===== src/rtl/smc_pkg.sv =====
package smc_pkg;

  typedef enum logic [2:0] {
    MODE_NORM32  = 3'd0,
    MODE_NORM8   = 3'd1,
    MODE_NORM16  = 3'd2,
    MODE_ALTROM  = 3'd3,
    MODE_BYPASS  = 3'd4,
    MODE_OSCTEST = 3'd5,
    MODE_ICE     = 3'd6,
    MODE_SYSTEST = 3'd7
  } mode_e;

  localparam int NUM_MODES = 8;

  typedef enum logic [1:0] {
    BW_32 = 2'd0,
    BW_8  = 2'd1,
    BW_16 = 2'd2
  } bw_e;

  typedef struct packed {
    logic       media;
    logic [1:0] pe;
    logic       ureset;
  } strap_t;

  localparam int PLL_W = 6;
  // {clock select, crystal enable, PLL enable, div0, div1, PLL bypass}
  localparam logic [PLL_W-1:0] PLL_DEFAULT = 6'b111010;

endpackage


===== src/rtl/smc_sync.sv =====
module smc_sync #(
  parameter int STAGES = 2,
  parameter int W      = 2
) (
  input  logic         clk,
  input  logic [W-1:0] d,
  output logic [W-1:0] q
);
  logic [W-1:0] stg [STAGES];

  always_ff @(posedge clk) stg[0] <= d;

  for (genvar i = 1; i < STAGES; i++) begin : g_stage
    always_ff @(posedge clk) stg[i] <= stg[i-1];
  end

  assign q = stg[STAGES-1];
endmodule


===== src/rtl/smc_strap_capture.sv =====
module smc_strap_capture
  import smc_pkg::*;
#(
  parameter int LOCK_AT = 2
) (
  input  logic   clk,
  input  logic   por_n,
  input  strap_t pins,
  output strap_t held,
  output logic   load_mode
);
  localparam int CNT_W = $clog2(LOCK_AT + 2);
  localparam logic [CNT_W-1:0] LOCK_V = CNT_W'(LOCK_AT);
  localparam logic [CNT_W-1:0] SAT_V  = CNT_W'(LOCK_AT + 1);

  logic [CNT_W-1:0] cnt;

  always_ff @(posedge clk or negedge por_n) begin
    if (!por_n)          cnt <= '0;
    else if (cnt != SAT_V) cnt <= cnt + 1'b1;
  end

  // transparent while cnt is zero: during reset and at the first edge after it
  always_ff @(posedge clk) begin
    if (cnt == '0) held <= pins;
  end

  assign load_mode = (cnt == LOCK_V);

  // once the capture edge has passed, the held straps never move
  p_strap_frozen_r1: assert property (@(posedge clk) disable iff (!por_n)
    (cnt != '0) |=> $stable(held));

  // the load pulse fires on exactly one edge per reset release
  p_single_load_r2: assert property (@(posedge clk) disable iff (!por_n)
    load_mode |=> !load_mode);
endmodule


===== src/rtl/smc_decode.sv =====
module smc_decode
  import smc_pkg::*;
(
  input  logic [1:0] test_q,
  input  strap_t     st,
  output mode_e      mode,
  output bw_e        bw
);
  always_comb begin
    mode = MODE_SYSTEST;
    bw   = BW_32;
    case (test_q)
      2'b11: begin
        if (st.media) begin
          case (st.pe)
            2'b01:   begin mode = MODE_NORM8;  bw = BW_8;  end
            2'b10:   begin mode = MODE_NORM16; bw = BW_16; end
            default: begin mode = MODE_NORM32; bw = BW_32; end
          endcase
        end else begin
          mode = MODE_ALTROM;
        end
      end
      2'b01:   mode = MODE_BYPASS;
      2'b10:   mode = st.ureset ? MODE_SYSTEST : MODE_OSCTEST;
      default: mode = st.ureset ? MODE_ICE : MODE_SYSTEST;
    endcase
  end
endmodule


===== src/rtl/smc_out.sv =====
module smc_out
  import smc_pkg::*;
(
  input  logic             clk,
  input  logic             por_n,
  input  logic             load_mode,
  input  mode_e            mode_d,
  input  bw_e              bw_d,
  input  logic [PLL_W-1:0] porta,
  output mode_e            mode_q,
  output logic [NUM_MODES-1:0] onehot,
  output logic             valid,
  output bw_e              bw_q,
  output logic             test_act,
  output logic             osc_en,
  output logic             core_hold,
  output logic [PLL_W-1:0] pll
);
  always_ff @(posedge clk or negedge por_n) begin
    if (!por_n) begin
      mode_q <= MODE_NORM32;
      bw_q   <= BW_32;
      valid  <= 1'b0;
    end else if (load_mode) begin
      mode_q <= mode_d;
      bw_q   <= bw_d;
      valid  <= 1'b1;
    end
  end

  for (genvar i = 0; i < NUM_MODES; i++) begin : g_onehot
    assign onehot[i] = (mode_q == mode_e'(i));
  end

  assign test_act  = (mode_q >= MODE_ALTROM);
  assign osc_en    = (mode_q != MODE_BYPASS);
  assign core_hold = (mode_q == MODE_OSCTEST);
  assign pll       = core_hold ? (porta ^ PLL_DEFAULT) : PLL_DEFAULT;

  // a locked mode stays locked and unchanged
  p_mode_locked_r2: assert property (@(posedge clk) disable iff (!por_n)
    valid |=> (valid && $stable(mode_q) && $stable(bw_q)));

  // exactly one one-hot bit
  p_onehot_r11: assert property (@(posedge clk) disable iff (!por_n)
    $countones(onehot) == 1);

  // a non-default width only appears in a normal mode
  p_width_normal_r11: assert property (@(posedge clk) disable iff (!por_n)
    (bw_q != BW_32) |-> !test_act);

  // oscillators only stop in bypass
  p_bypass_osc_r3: assert property (@(posedge clk) disable iff (!por_n)
    !osc_en |-> (onehot[MODE_BYPASS] && test_act));
endmodule


===== src/rtl/strap_mode_ctrl.sv =====
module strap_mode_ctrl
  import smc_pkg::*;
#(
  parameter int SYNC_STAGES = 2
) (
  input  logic       clk,
  input  logic       por_n,
  input  logic [1:0] test_n,
  input  logic       media_strap,
  input  logic [1:0] porte_strap,
  input  logic       ureset_strap,
  input  logic [5:0] porta_in,
  output logic [2:0] mode_code,
  output logic [7:0] mode_onehot,
  output logic       mode_valid,
  output logic [1:0] boot_width,
  output logic       test_active,
  output logic       osc_en,
  output logic       core_hold,
  output logic [5:0] pll_ctrl
);
  logic [1:0] test_q;
  strap_t     pins, held;
  logic       load_mode;
  mode_e      mode_d, mode_q;
  bw_e        bw_d, bw_q;

  assign pins = '{media: media_strap, pe: porte_strap, ureset: ureset_strap};

  smc_sync #(.STAGES(SYNC_STAGES), .W(2)) u_sync (
    .clk (clk), .d (test_n), .q (test_q)
  );

  smc_strap_capture #(.LOCK_AT(SYNC_STAGES)) u_cap (
    .clk (clk), .por_n (por_n), .pins (pins), .held (held), .load_mode (load_mode)
  );

  smc_decode u_dec (
    .test_q (test_q), .st (held), .mode (mode_d), .bw (bw_d)
  );

  smc_out u_out (
    .clk (clk), .por_n (por_n), .load_mode (load_mode),
    .mode_d (mode_d), .bw_d (bw_d), .porta (porta_in),
    .mode_q (mode_q), .onehot (mode_onehot), .valid (mode_valid),
    .bw_q (bw_q), .test_act (test_active), .osc_en (osc_en),
    .core_hold (core_hold), .pll (pll_ctrl)
  );

  assign mode_code  = mode_q;
  assign boot_width = bw_q;

  // no valid mode while reset is asserted
  p_reset_invalid_r12: assert property (@(posedge clk)
    !por_n |-> !mode_valid);

  // PLL lines keep their default outside the oscillator test
  p_pll_default_r5: assert property (@(posedge clk) disable iff (!por_n)
    !core_hold |-> (pll_ctrl == PLL_DEFAULT));

  // core hold only with the oscillator test code
  p_hold_code_r4: assert property (@(posedge clk) disable iff (!por_n)
    core_hold |-> (mode_code == 3'd5 && osc_en));
endmodule


===== config.mk =====
export PLATFORM = sky130hd
export DESIGN_NAME = strap_mode_ctrl
export DESIGN_NICKNAME = d
export VERILOG_FILES = /design/src/rtl/smc_pkg.sv /design/src/rtl/smc_sync.sv /design/src/rtl/smc_strap_capture.sv /design/src/rtl/smc_decode.sv /design/src/rtl/smc_out.sv /design/src/rtl/strap_mode_ctrl.sv
export SDC_FILE = /design/constraint.sdc
export NUM_CORES = 1
export LEC_CHECK = 0
export BUFFER_PORTS_ARGS = -buffer_cell sky130_fd_sc_hd__buf_2
export CAP_MARGIN = 5
export CORE_MARGIN = 1
export CORE_UTILIZATION = 43
export DETAILED_ROUTE_END_ITERATION = 6
export PLACE_DENSITY_LB_ADDON = 0.15
export SETUP_SLACK_MARGIN = 0.05
export SLEW_MARGIN = 20
export SYNTH_ARGS = -nofsm -noshare
export SYNTH_HDL_FRONTEND = slang
export SYNTH_SLANG_ARGS = --single-unit

===== constraint.sdc =====
create_clock -name clk -period 1.7 [get_ports clk]
set_input_delay 0.255 -clock clk [delete_from_list [all_inputs] [get_ports clk]]
set_output_delay 0.255 -clock clk [all_outputs]
set_load 0.005 [all_outputs]

==> metrics.csv <==
metric;value;unit
share of cells above drive strength 1;52.5;%
Sw Share;19.8;%
status;completed;
Mapped Area;726;um2
asr flop ratio synth;50.0;%
Main synth FF type;dfrtp_1;
GP Congestion;0.729;
Lkg Pwr;0.000462;uW
Mapped Cells;63;
Psw;141;uW
n_diodes;0;
Yosys reg bits;16;
routed len/inst;9.89;um
Max-Cap Viols;0;
Avg Inst Size Synth;11.5;um2
Hold Crit Class;primary input to flop;
Reg power frac;58.1;%
CTS Buf Count;3;
Finish-stage setup viols;0;
GR Util All Layers;14.5;%
# rows;14;
CTS H-tree depth;1;
Ys Warns;0;
# port buffers;36;
first-pass GRT wire length;1950;um
Final HPWL DP;910;um
post-layout util;60.4;%
Worst-Skew Late Latency;0.27;ns
clock power share;32.9;%
final hold viol count;0;
most common cell in the netlist;dfrtp_1;
Via density;4.91;
fin nets;117;
CTS tree;built;
Core ar.;0.00154;mm2
Starting Density;47.1;%
crit start category;flop;
multi-input combinational cell area;262;um2
Synth top area share;27.6;%
syn_nets;80;
Int Pwr;572;uW
Area Overhead vs Synth;28.3;%
total number of vias;565;
Tcrit/Tclk final;92.4;%
Max Clock Freq;637;MHz
critical path class;flop to output port;
Ports;37;
CP max stage cell;dfrtp_2;
vias in the first global route;487;
Comb power frac;9.0;%
initial antenna violation count;0;
top post-synthesis cells by count;dfrtp_1 (8), nand2_1 (6);
CP endpoint kind;output port;
FILL cells;137;
slowest cell delay on critical path;0.46;ns
pwr/cell area;766;mW/mm2
DR iter-0 viols;6;
full die area;0.00186;mm2
WL final;1140;um
Post-synth EDFFs;4;
Die Width;43.1;um
post-CTS setup repair buffer count;0;
Worst-path clk slew;0.08;ns
RSZ-0062 raised after global routing;no;
worst-path fanout max;10;
Max-Slew Margin vs Limit;82.3;%
Yosys top cell by area;dfrtp_1;
Final Skew;0.00346;ns
sequential share of the synthesized area;55.2;%
Synth area leaders;dfrtp_1 (28%), edfxtp_1 (17%), dfxtp_1 (11%);
Worst EP required;1.44;ns
crit-path cells;and3b_2 -> and2_4 -> buf_2;
Reg area;404;um2
fin. max-slew vios;0;
Pre-antenna DRT Iters;4;
# DRC;0;
pin count of the biggest net entering global routing;12;
CTS Buffer Depth;2;
Root Buffer;clkbuf_4;
Tmin final;1.57;ns
GRT Residual Overflow;0;
CP Data Arrival Time;1.32;ns
setup TNS;0;ns
clock sink total;16;
post-route ant nets;0;
Yosys cell types;30;
Chip Height;43.1;um
Max IR drop VDD;0.000535;V
slew at the pin closest to its max-slew limit;0.265;ns
FF-to-FF setup slack;0.35;ns
## power by group through the flow
stage | Combinational, uW | Clock [uW] | Sequential [uW]
CTS | 65.5 | 248 | 414
global route | 71.8 | 271 | 418
global placement | 62.9 | 0 | 422
floorplan | 41.2 | 0 | 415
detailed placement | 63.3 | 0 | 422
finish | 64.3 | 234 | 414
## area by class of cell
cell class                      instances  share of cell area, %
Tap cell                               16                   2.15
Timing Repair Buffer                   37                   20.4
Sequential cell                        16                   43.4
Clock buffer                            4                   3.90
Inverter                                5                   2.02
Multi-Input combinational cell         37                   28.1
## per-stage QoR
stage | cell area [um2] | total power (uW) | hold slack (ns) | setup WS (ns) | cells
3_5_place_dp | 880 | 485 | 0.107 | 0.327 | 110
4_1_cts | 927 | 727 | 0.0649 | 0.0867 | 115
2_1_floorplan | 726 | 456 | -0.0406 | 0.444 | 63
3_3_place_gp | 880 | 485 | 0.108 | 0.339 | 110
6_report | 931 | 713 | 0.0788 | 0.130 | 115
5_1_grt | 931 | 761 | 0.0511 | 0.0507 | 115
## cell families (layout without fill, tap and decap cells)
logic type | count (synthesis) | after routing | synth area share (%)
AND/OR/NAND/NOR | 24 | 24 | 19.3
buffers and inverters | 10 | 46 | 8.96
flip-flops | 16 | 16 | 55.2
adder cells (fa/ha/maj) | 3 | 3 | 5.17
multiplexers | 1 | 1 | 1.55
AO/OA/AOI/OAI | 8 | 8 | 8.62
XOR/XNOR | 1 | 1 | 1.21
## final timing paths
kind                                    end  cells past startpoint              from
min in group asynchronous       u_out.valid                      2             por_n
hold / removal             u_sync.stg[0][0]                      1         test_n[0]
max in group asynchronous   u_out.mode_q[0]                      2             por_n
setup reg to reg            u_out.mode_q[1]                      5      u_cap.cnt[0]
hold reg to reg            u_sync.stg[0][3]                      0  u_sync.stg[0][1]
setup / recovery                pll_ctrl[0]                      3   u_out.mode_q[1]
## layer usage
| layer | GRT usage (%) | share of wire (%) | up-vias | routed length (um) |
|---|---|---|---|---|
| li1 | - | - | 285 | - |
| met1 | 16.8 | 44 | 251 | 503 |
| met2 | 23.3 | 46 | 29 | 525 |
| met3 | 4.26 | 9.5 | 0 | 108 |
| met4 | 9.09 | 0 | 0 | 0 |
| met5 | 0 | 0 | - | 0 |
## what timing repair did
item                                   CTS  global route
gates cloned                             0             0
hold buffers                             1             0
gates resized for setup                  1             3
setup endpoints to repair                2             2
endpoints found under the hold margin    8             0
## critical path: cells and delay by family (launching register included)
kind / cells / cell delay (ns)
and+or+nand+nor: 2 / 0.48
buffers and inverters: 1 / 0.10
DFF: 1 / 0.46
## state kept, by name, summed over array words and instances, names as in the netlist
name	flops
u_cap.held	4
u_sync.stg	4
u_out.mode_q	3
u_cap.cnt	2
u_out.bw_q	2
u_out.valid	1
## placed cells by master (no fill, tap or decap), drive strengths merged
master	Yosys	final
and2	2	2
a21oi	1	1
a211o	1	1
and3	1	1
mux2	1	1
nand2b	4	4
ha	3	3
or2	1	1
nand4	1	1
inv	5	5
dfrtp	8	8
nor2	3	3
edfxtp	4	4
xnor2	1	1
nand2	6	6
nor3	1	1
o21a	1	1
a41oi	1	1
clkbuf	1	4
nand3	1	1
and3b	2	2
dfxtp	4	4
o2bb2ai	2	2
dlygate4sd3	0	1
buf	4	36
o22ai	1	1
nor3b	2	2
a211oi	1	1
No activity file was read; power rests on OpenSTA's default activity.
